$ cat config.mk
export PLATFORM = sky130hd
export DESIGN_NAME = crc_multi
export DESIGN_NICKNAME = d
export VERILOG_FILES = /design/src/rtl/crc_multi.sv
export SDC_FILE = /design/constraint.sdc
export NUM_CORES = 1
export LEC_CHECK = 0
export BUFFER_PORTS_ARGS = -buffer_cell sky130_fd_sc_hd__buf_2
export CAP_MARGIN = 20
export CORE_ASPECT_RATIO = 0.9
export CORE_MARGIN = 4
export CORE_UTILIZATION = 56
export DETAILED_ROUTE_END_ITERATION = 12
export PLACE_DENSITY = 0.83
export SLEW_MARGIN = 15
export SYNTH_ARGS = -nofsm -noshare
export SYNTH_HDL_FRONTEND = slang
export SYNTH_SLANG_ARGS = --single-unit
export TNS_END_PERCENT = 30
$ cat constraint.sdc
create_clock -name clk -period 2.8 [get_ports clk]
set_clock_uncertainty 0.1 [all_clocks]
set_input_delay 0.14 -clock clk [delete_from_list [all_inputs] [get_ports clk]]
set_output_delay 0.14 -clock clk [all_outputs]
set_load 0.01 [all_outputs]
$ cat src/rtl/crc_multi.sv
module crc_multi #(
  parameter logic [4:0]  POLY5    = 5'h09,
  parameter logic [4:0]  PRE5_A   = 5'h09,
  parameter logic [4:0]  PRE5_B   = 5'h12,
  parameter logic [15:0] POLY16_A = 16'h1021,
  parameter logic [15:0] POLY16_B = 16'h8005,
  parameter logic [15:0] PRE16    = 16'hFFFF,
  parameter logic [15:0] RES16_A  = 16'h1D0F
) (
  input  logic        clk,
  input  logic        rst_n,
  input  logic [1:0]  sel,
  input  logic        init,
  input  logic        bit_vld,
  input  logic        bit_in,
  output logic [15:0] crc_q,
  output logic        chk_ok
);
  localparam int W5 = $bits(POLY5);

  logic [15:0] r;
  logic        wide;
  logic [W5-1:0] nxt5;
  logic [15:0]   nxt16;
  logic [15:0]   preset;

  assign wide  = sel[1];
  assign nxt5  = {r[W5-2:0], 1'b0} ^ ((r[W5-1] ^ bit_in) ? POLY5 : '0);
  assign nxt16 = {r[14:0], 1'b0} ^ ((r[15] ^ bit_in) ? (sel[0] ? POLY16_B : POLY16_A) : 16'h0);

  always_comb begin
    case (sel)
      2'b00:   preset = {{(16-W5){1'b0}}, PRE5_A};
      2'b01:   preset = {{(16-W5){1'b0}}, PRE5_B};
      default: preset = PRE16;
    endcase
  end

  always_ff @(posedge clk) begin
    if (!rst_n)       r <= '0;
    else if (init)    r <= preset;
    else if (bit_vld) r <= wide ? nxt16 : {r[15:W5], nxt5};
  end

  assign crc_q = wide ? r : {{(16-W5){1'b0}}, r[W5-1:0]};

  always_comb begin
    case (sel)
      2'b10:   chk_ok = (r == RES16_A);
      2'b11:   chk_ok = (r == 16'h0);
      default: chk_ok = (r[W5-1:0] == '0);
    endcase
  end

  assert_init_preset_R2: assert property (@(posedge clk) disable iff (!rst_n)
    init |=> crc_q == (($past(sel) == 2'b00) ? 16'h0009 :
                       ($past(sel) == 2'b01) ? 16'h0012 : 16'hFFFF));

  assert_idle_hold_R3: assert property (@(posedge clk) disable iff (!rst_n)
    (!init && !bit_vld) |=> $stable(r));

  assert_upper_kept_R7: assert property (@(posedge clk) disable iff (!rst_n)
    (!init && bit_vld && !sel[1]) |=> r[15:5] == $past(r[15:5]));

  assert_alt16_shift_R6: assert property (@(posedge clk) disable iff (!rst_n)
    (!init && bit_vld && sel == 2'b11) |=> (r[14:3] == $past(r[13:2])) && (r[1] == $past(r[0])));

  assert_ccitt16_shift_R5: assert property (@(posedge clk) disable iff (!rst_n)
    (!init && bit_vld && sel == 2'b10) |=> (r[15:13] == $past(r[14:12])) && (r[11:6] == $past(r[10:5])));

  assert_zero_upper_R4: assert property (@(posedge clk) disable iff (!rst_n)
    !sel[1] |-> crc_q[15:5] == 11'h0);
endmodule

==> impl_metrics.yaml, run 1 <==
run_status:
  status: "completed"
timing:
  setup_ws_ns: 0.649
  rsz0062_at_grt: "no"
  slew_viol_final: 0
  maxSlewHeadroom_pct: 59.2
  max_slew.worst_pin.slew_ns: 0.596
  setup_viol: 0
  fin_crit_ns: 2.15
  tns_ns: 0
  fin_crit_sh_pct: 76.8
  fmax_mhz: 465
  finalHoldViolations: 0
layout:
  mostFrequentLayoutCells: "buf_2, dfxtp_1, nor2b_1"
  nets: 145
  syn_to_final_growth_pct: 10.2
  fillers: 167
  regMostFlops: "r"
  largest_reg_flops: 16
  n_antenna_cell: 0
  final_common_cell: "buf_2"
  top_regs: "r (16)"
  drive_gt1_share_pct: 21.9
grt:
  grtUsageMet2_pct: 26.7
  first_global_vias: 825
  antenna_found_initial: 0
  grt_use_total_pct: 18.7
  grt_first_pass_wirelength_um: 3840
  gr-usage-met3_pct: 3.07
  grt_use_met1_pct: 28.2
  grt_max_degree: 33
  grt-busiest-layer: "met1"
  grt-ovfl-total: 0
cts:
  clock_path_buffers: 2
  numClockSinks: 16
  postCtsSetupRepairBufs: 0
  post_cts_resized: 0
  holdBufCountCts: 0
  cts.htree.levels: 1
  clk_pin_slew_worst_paths_ns: 0.10
  root_buffer: "clkbuf_4"
  cts_tree: "yes"
  clock_latency_ns: 0.29
  numCtsBuffers: 3
drt:
  via_count: 931
  routedWlPerCell_um: 14.2
  first_iter_violations: 30
  via_per_inst: 5.78
  totalWireLength_um: 2290
  postRouteAntennaNets: 0
  drc: 0
  drt-pass1-iter-count: 4
worst_setup_path:
  timing_worst_setup_path_type: "flip-flop to output port"
  arrival_ns: 1.91
  endpoint_kind: "output port"
  cp.required_ns: 2.56
  crit_start: "r[4]"
  crit_path_max_fanout: 8
  r2r_start: "r[15]"
  crit_path_start_kind: "flip-flop"
synthesis:
  synth_area_um2: 1030
  async_reset_ff_share_pct: 0
  synth-main-ff-cell: "dfxtp_1"
  yosys_warnings: 0
  synth-edff-count: 0
  ys_ff_latch: 16
  yosysUniqueCellTypes: 36
  syn_avg_cell_area_um2: 8.37
  synth_nets: 130
  synth-seq-area-share_pct: 31.1
  synthCells: 123
flow_run:
  cap_violations: 0
die:
  die_y_um: 48.7
  initial_core_util_pct: 60.6
  core_um2: 1700
  rows: 14
  dieArea_um2: 2590
  pin_count: 24
  die_w_um: 53.2
power:
  p_sw_share_pct: 30.1
  power.internal_uw: 377
  power_frac_comb_pct: 21.7
  ir_drop_v: 0.000327
  p_switching_uw: 162
  p_leak_uw: 0.000511
  powerDensity_nw_per_um2: 474
  seq_power_share_pct: 49.2
  clockPowerShare_pct: 29.1
place:
  hpwl_um: 1600
  place.gp.congestion: 0.880
  dp_slack_ns: 0.964
  port_buffers: 23
worst_hold_path:
  min_path_type: "input port to flip-flop"
  holdCritStartpoint: "rst_n"
[synth_stat cells, types with 2 or more instances]
master,n,area share [%]
and2_1,12,7.3
a211oi_1,2,1.5
nor2b_1,13,7.9
o311ai_0,3,2.6
clkbuf_1,6,2.2
nand2_1,2,0.73
a31oi_1,4,2.4
xnor2_1,2,1.7
mux2i_1,2,1.9
dfxtp_1,16,31
a21o_1,8,5.8
nor2_1,4,1.5
a21oi_1,3,1.5
nor3_1,3,1.5
a22oi_1,8,5.8
buf_4,5,3.6
or3_1,4,2.4
o21ai_0,8,3.9
[worst max-delay path: stages (launching register included)]
cell and delay (ns):
dfxtp_1 0.39, or4_1 0.52, a211o_1 0.30, a221oi_2 0.26
buf_2 0.16
[stage by stage]
step / cell area (um2) / util (%) / hold WS [ns] / power, uW / std cells
final: 1130 / 66.8 / 0.106 / 538 / 161
after global routing: 1130 / 66.8 / 0.112 / 567 / 161
after CTS: 1130 / 66.8 / 0.104 / 541 / 161
after detailed placement: 1100 / 64.7 / 0.420 / 386 / 157
after global placement: 1100 / 64.7 / 0.408 / 383 / 157
after floorplan: 1030 / - / 0.178 / 358 / 123
[kinds of logic (layout without fill, tap and decap cells)]
group | Yosys count | after routing | synth area share (%)
buffers and inverters | 14 | 28 | 7.78
AND/OR/NAND/NOR | 48 | 48 | 29.2
multiplexers | 2 | 2 | 1.94
XOR/XNOR | 3 | 3 | 2.55
AO/OA/AOI/OAI | 40 | 40 | 27.5
flip-flops | 16 | 16 | 31.1
[path summary, 6_finish.rpt]
check	end	slack [ns]	cells past startpoint
hold / removal	r[12]	0.11	3
setup / recovery	chk_ok	0.65	4
setup reg to reg	r[5]	1.43	3
hold reg to reg	r[3]	0.46	2
[per-layer routing]
layer  vias to the layer above  wire length [um]  part of all wire (%)
li1                        475                 -                     -
met1                       425              1150                    50
met2                        29               993                    43
met3                         2               139                   6.1
met4                         0                10                  0.44
met5                         -                 0                     0
[power groups by stage]
stage / Combinational, uW / Sequential, uW / Clock [uW]
after floorplan: 94.3 / 263 / 0
after global placement: 114 / 269 / 0
after detailed placement: 116 / 270 / 0
after CTS: 117 / 264 / 159
after global routing: 130 / 268 / 169
final: 117 / 265 / 157
[area by class of cell]
cell class	instances	area [um2]	area share, %
Clock buffer	4	36.3	3.20
Timing Repair Buffer	23	115	10.1
Multi-Input combinational cell	93	629	55.5
Inverter	1	3.75	0.331
Tap cell	24	30.0	2.65
Sequential cell	16	320	28.2
Note: power is estimated with default switching activity, not from simulation.
==> inputs of run 2 (changes only) <==
--- a/config.mk
+++ b/config.mk
@@ -9,9 +9,9 @@
 export CAP_MARGIN = 20
 export CORE_ASPECT_RATIO = 0.9
 export CORE_MARGIN = 4
-export CORE_UTILIZATION = 56
+export CORE_UTILIZATION = 52
 export DETAILED_ROUTE_END_ITERATION = 12
-export PLACE_DENSITY = 0.83
+export PLACE_DENSITY = 0.78
 export SLEW_MARGIN = 15
 export SYNTH_ARGS = -nofsm -noshare
 export SYNTH_HDL_FRONTEND = slang
==> constraint.sdc (replaced) <==
create_clock -name clk -period 2 [get_ports clk]
set_clock_uncertainty 0.1 [all_clocks]
set_input_delay 0.1 -clock clk [delete_from_list [all_inputs] [get_ports clk]]
set_output_delay 0.1 -clock clk [all_outputs]
set_load 0.01 [all_outputs]
==> run 2 against run 1 <==
First-iteration DRC count fell by 3.3%. Worst hold slack got worse by 0.038 ns. Final cell count rose by 1.9%. Combinational power rose by 50%. Design area rose by 2.2%. Highest routed layer unchanged. Critical endpoint unchanged. Via count rose by 3.8%. Sequential power rose by 39%. Register-to-register slack got worse by 0.76 ns. Largest power group unchanged. Die area rose by 6.5%. Sequential cell count did not move. Global-route usage rose by 1.3 points. Critical path depth did not move.
==> impl_metrics.yaml, run 2 (synthesized netlist as in run 1, its figures left out) <==
worst_setup_path:
  crit_path_max_fanout: 2
  arrival_ns: 1.80
  crit_path_start_kind: "flip-flop"
  endpoint_kind: "output port"
  cp.required_ns: 1.80
  timing_worst_setup_path_type: "flip-flop to output port"
  r2r_setup_slack_ns: 0.67
layout:
  postLayoutCoreUtil_pct: 65.6
  mostFrequentLayoutCells: "buf_2, dfxtp_1, nor2b_1"
  final_common_cell: "buf_2"
  syn_to_final_growth_pct: 12.6
  final_cells: 164
  largest_reg_flops: 16
  n_antenna_cell: 0
  regMostFlops: "r"
  fin_area_um2: 1160
  top_regs: "r (16)"
  drive_gt1_share_pct: 25.0
  nets: 148
drt:
  drc: 0
  drt-pass1-iter-count: 6
  postRouteAntennaNets: 0
  via_count: 966
  totalWireLength_um: 2390
  routedWlPerCell_um: 14.6
  via_per_inst: 5.89
  first_iter_violations: 29
timing:
  fin_crit_sh_pct: 100
  setup_ws_ns: 0.000417
  setup_viol: 0
  fmax_mhz: 500
  max_slew.worst_pin.slew_ns: 0.518
  slew_viol_final: 0
  maxSlewHeadroom_pct: 65.2
  rsz0062_at_grt: "yes"
  finalHoldViolations: 0
  fin_crit_ns: 2.00
power:
  clockPowerShare_pct: 28.8
  power.internal_uw: 534
  p_sw_share_pct: 30.1
  seq_power_share_pct: 48.2
  powerDensity_nw_per_um2: 659
  p_leak_uw: 0.000527
  power_frac_comb_pct: 22.9
  p_total_uw: 764
  p_switching_uw: 230
  ir_drop_v: 0.000458
worst_hold_path:
  min_path_type: "input port to flip-flop"
grt:
  antenna_found_initial: 0
  grt-ovfl-total: 0
  grt_max_degree: 33
  first_global_vias: 876
  grt_first_pass_wirelength_um: 4170
  grt_use_total_pct: 19.9
flow_run:
  cap_violations: 0
die:
  pin_count: 24
  core_um2: 1770
  die_w_um: 54.9
  rows: 14
  die_y_um: 50.2
  initial_core_util_pct: 58.2
  dieArea_um2: 2760
place:
  place_inst: 159
  port_buffers: 23
  dp_slack_ns: 0.236
  hpwl_um: 1610
  place.gp.congestion: 0.849
  placed_area_um2: 1110
cts:
  cts.htree.levels: 1
  numCtsBuffers: 3
  numClockSinks: 16
  clock_path_buffers: 2
  root_buffer: "clkbuf_4"
  clk_pin_slew_worst_paths_ns: 0.10
  clock_latency_ns: 0.29
  holdBufCountCts: 0
  cts_tree: "yes"
run_status:
  status: "completed"
==> run 2: stage by stage <==
step	TNS [ns]	hold WS, ns
3_5_place_dp	0	0.377
2_1_floorplan	0	0.138
4_1_cts	0	0.0626
6_report	0	0.0678
3_3_place_gp	0	0.368
5_1_grt	-0.0921	0.0650
==> run 2: final cells by class <==
class | count | area, um2
multi-input cells | 93 | 629
repair buffers | 26 | 138
inverters | 1 | 3.75
flip-flops and latches | 16 | 323
well taps | 24 | 30.0
fillers | 159 | 609
clock buffers | 4 | 36.3
==> run 2: worst paths after layout <==
| kind | startpoint | cells past startpoint | end |
|---|---|---|---|
| max | r[0] | 4 | chk_ok |
| min | rst_n | 2 | r[11] |
| max reg2reg | r[15] | 3 | r[12] |
| min reg2reg | r[14] | 2 | r[15] |
==> run 2: critical path: stages (launching register included) <==
cell and delay, ns:
dfxtp_2 0.33, or4_1 0.52, a211o_1 0.26, a221oi_2 0.24
buf_2 0.17
==> run 2: layer usage <==
layer / global-route usage [%] / wire length (um) / vias up
li1: - / - / 490
met1: 31.0 / 1190 / 444
met2: 27.0 / 1050 / 30
met3: 5.33 / 141 / 2
met4: 4.45 / 13 / 0
met5: 0 / 0 / -
==> run 2: repair_timing <==
action                                  in CTS  in global routing
setup buffers                                1                  0
resized for setup                            1                  1
endpoints found under the setup margin       1                  1
pin swaps                                    2                  0
==> run 2: power by group through the flow <==
stage / clock (uW) / combinational (uW) / sequential, uW
2_1_floorplan: 0 / 132 / 369
4_1_cts: 226 / 174 / 367
6_report: 220 / 175 / 369
3_5_place_dp: 0 / 170 / 375
5_1_grt: 248 / 196 / 373
3_3_place_gp: 0 / 169 / 373
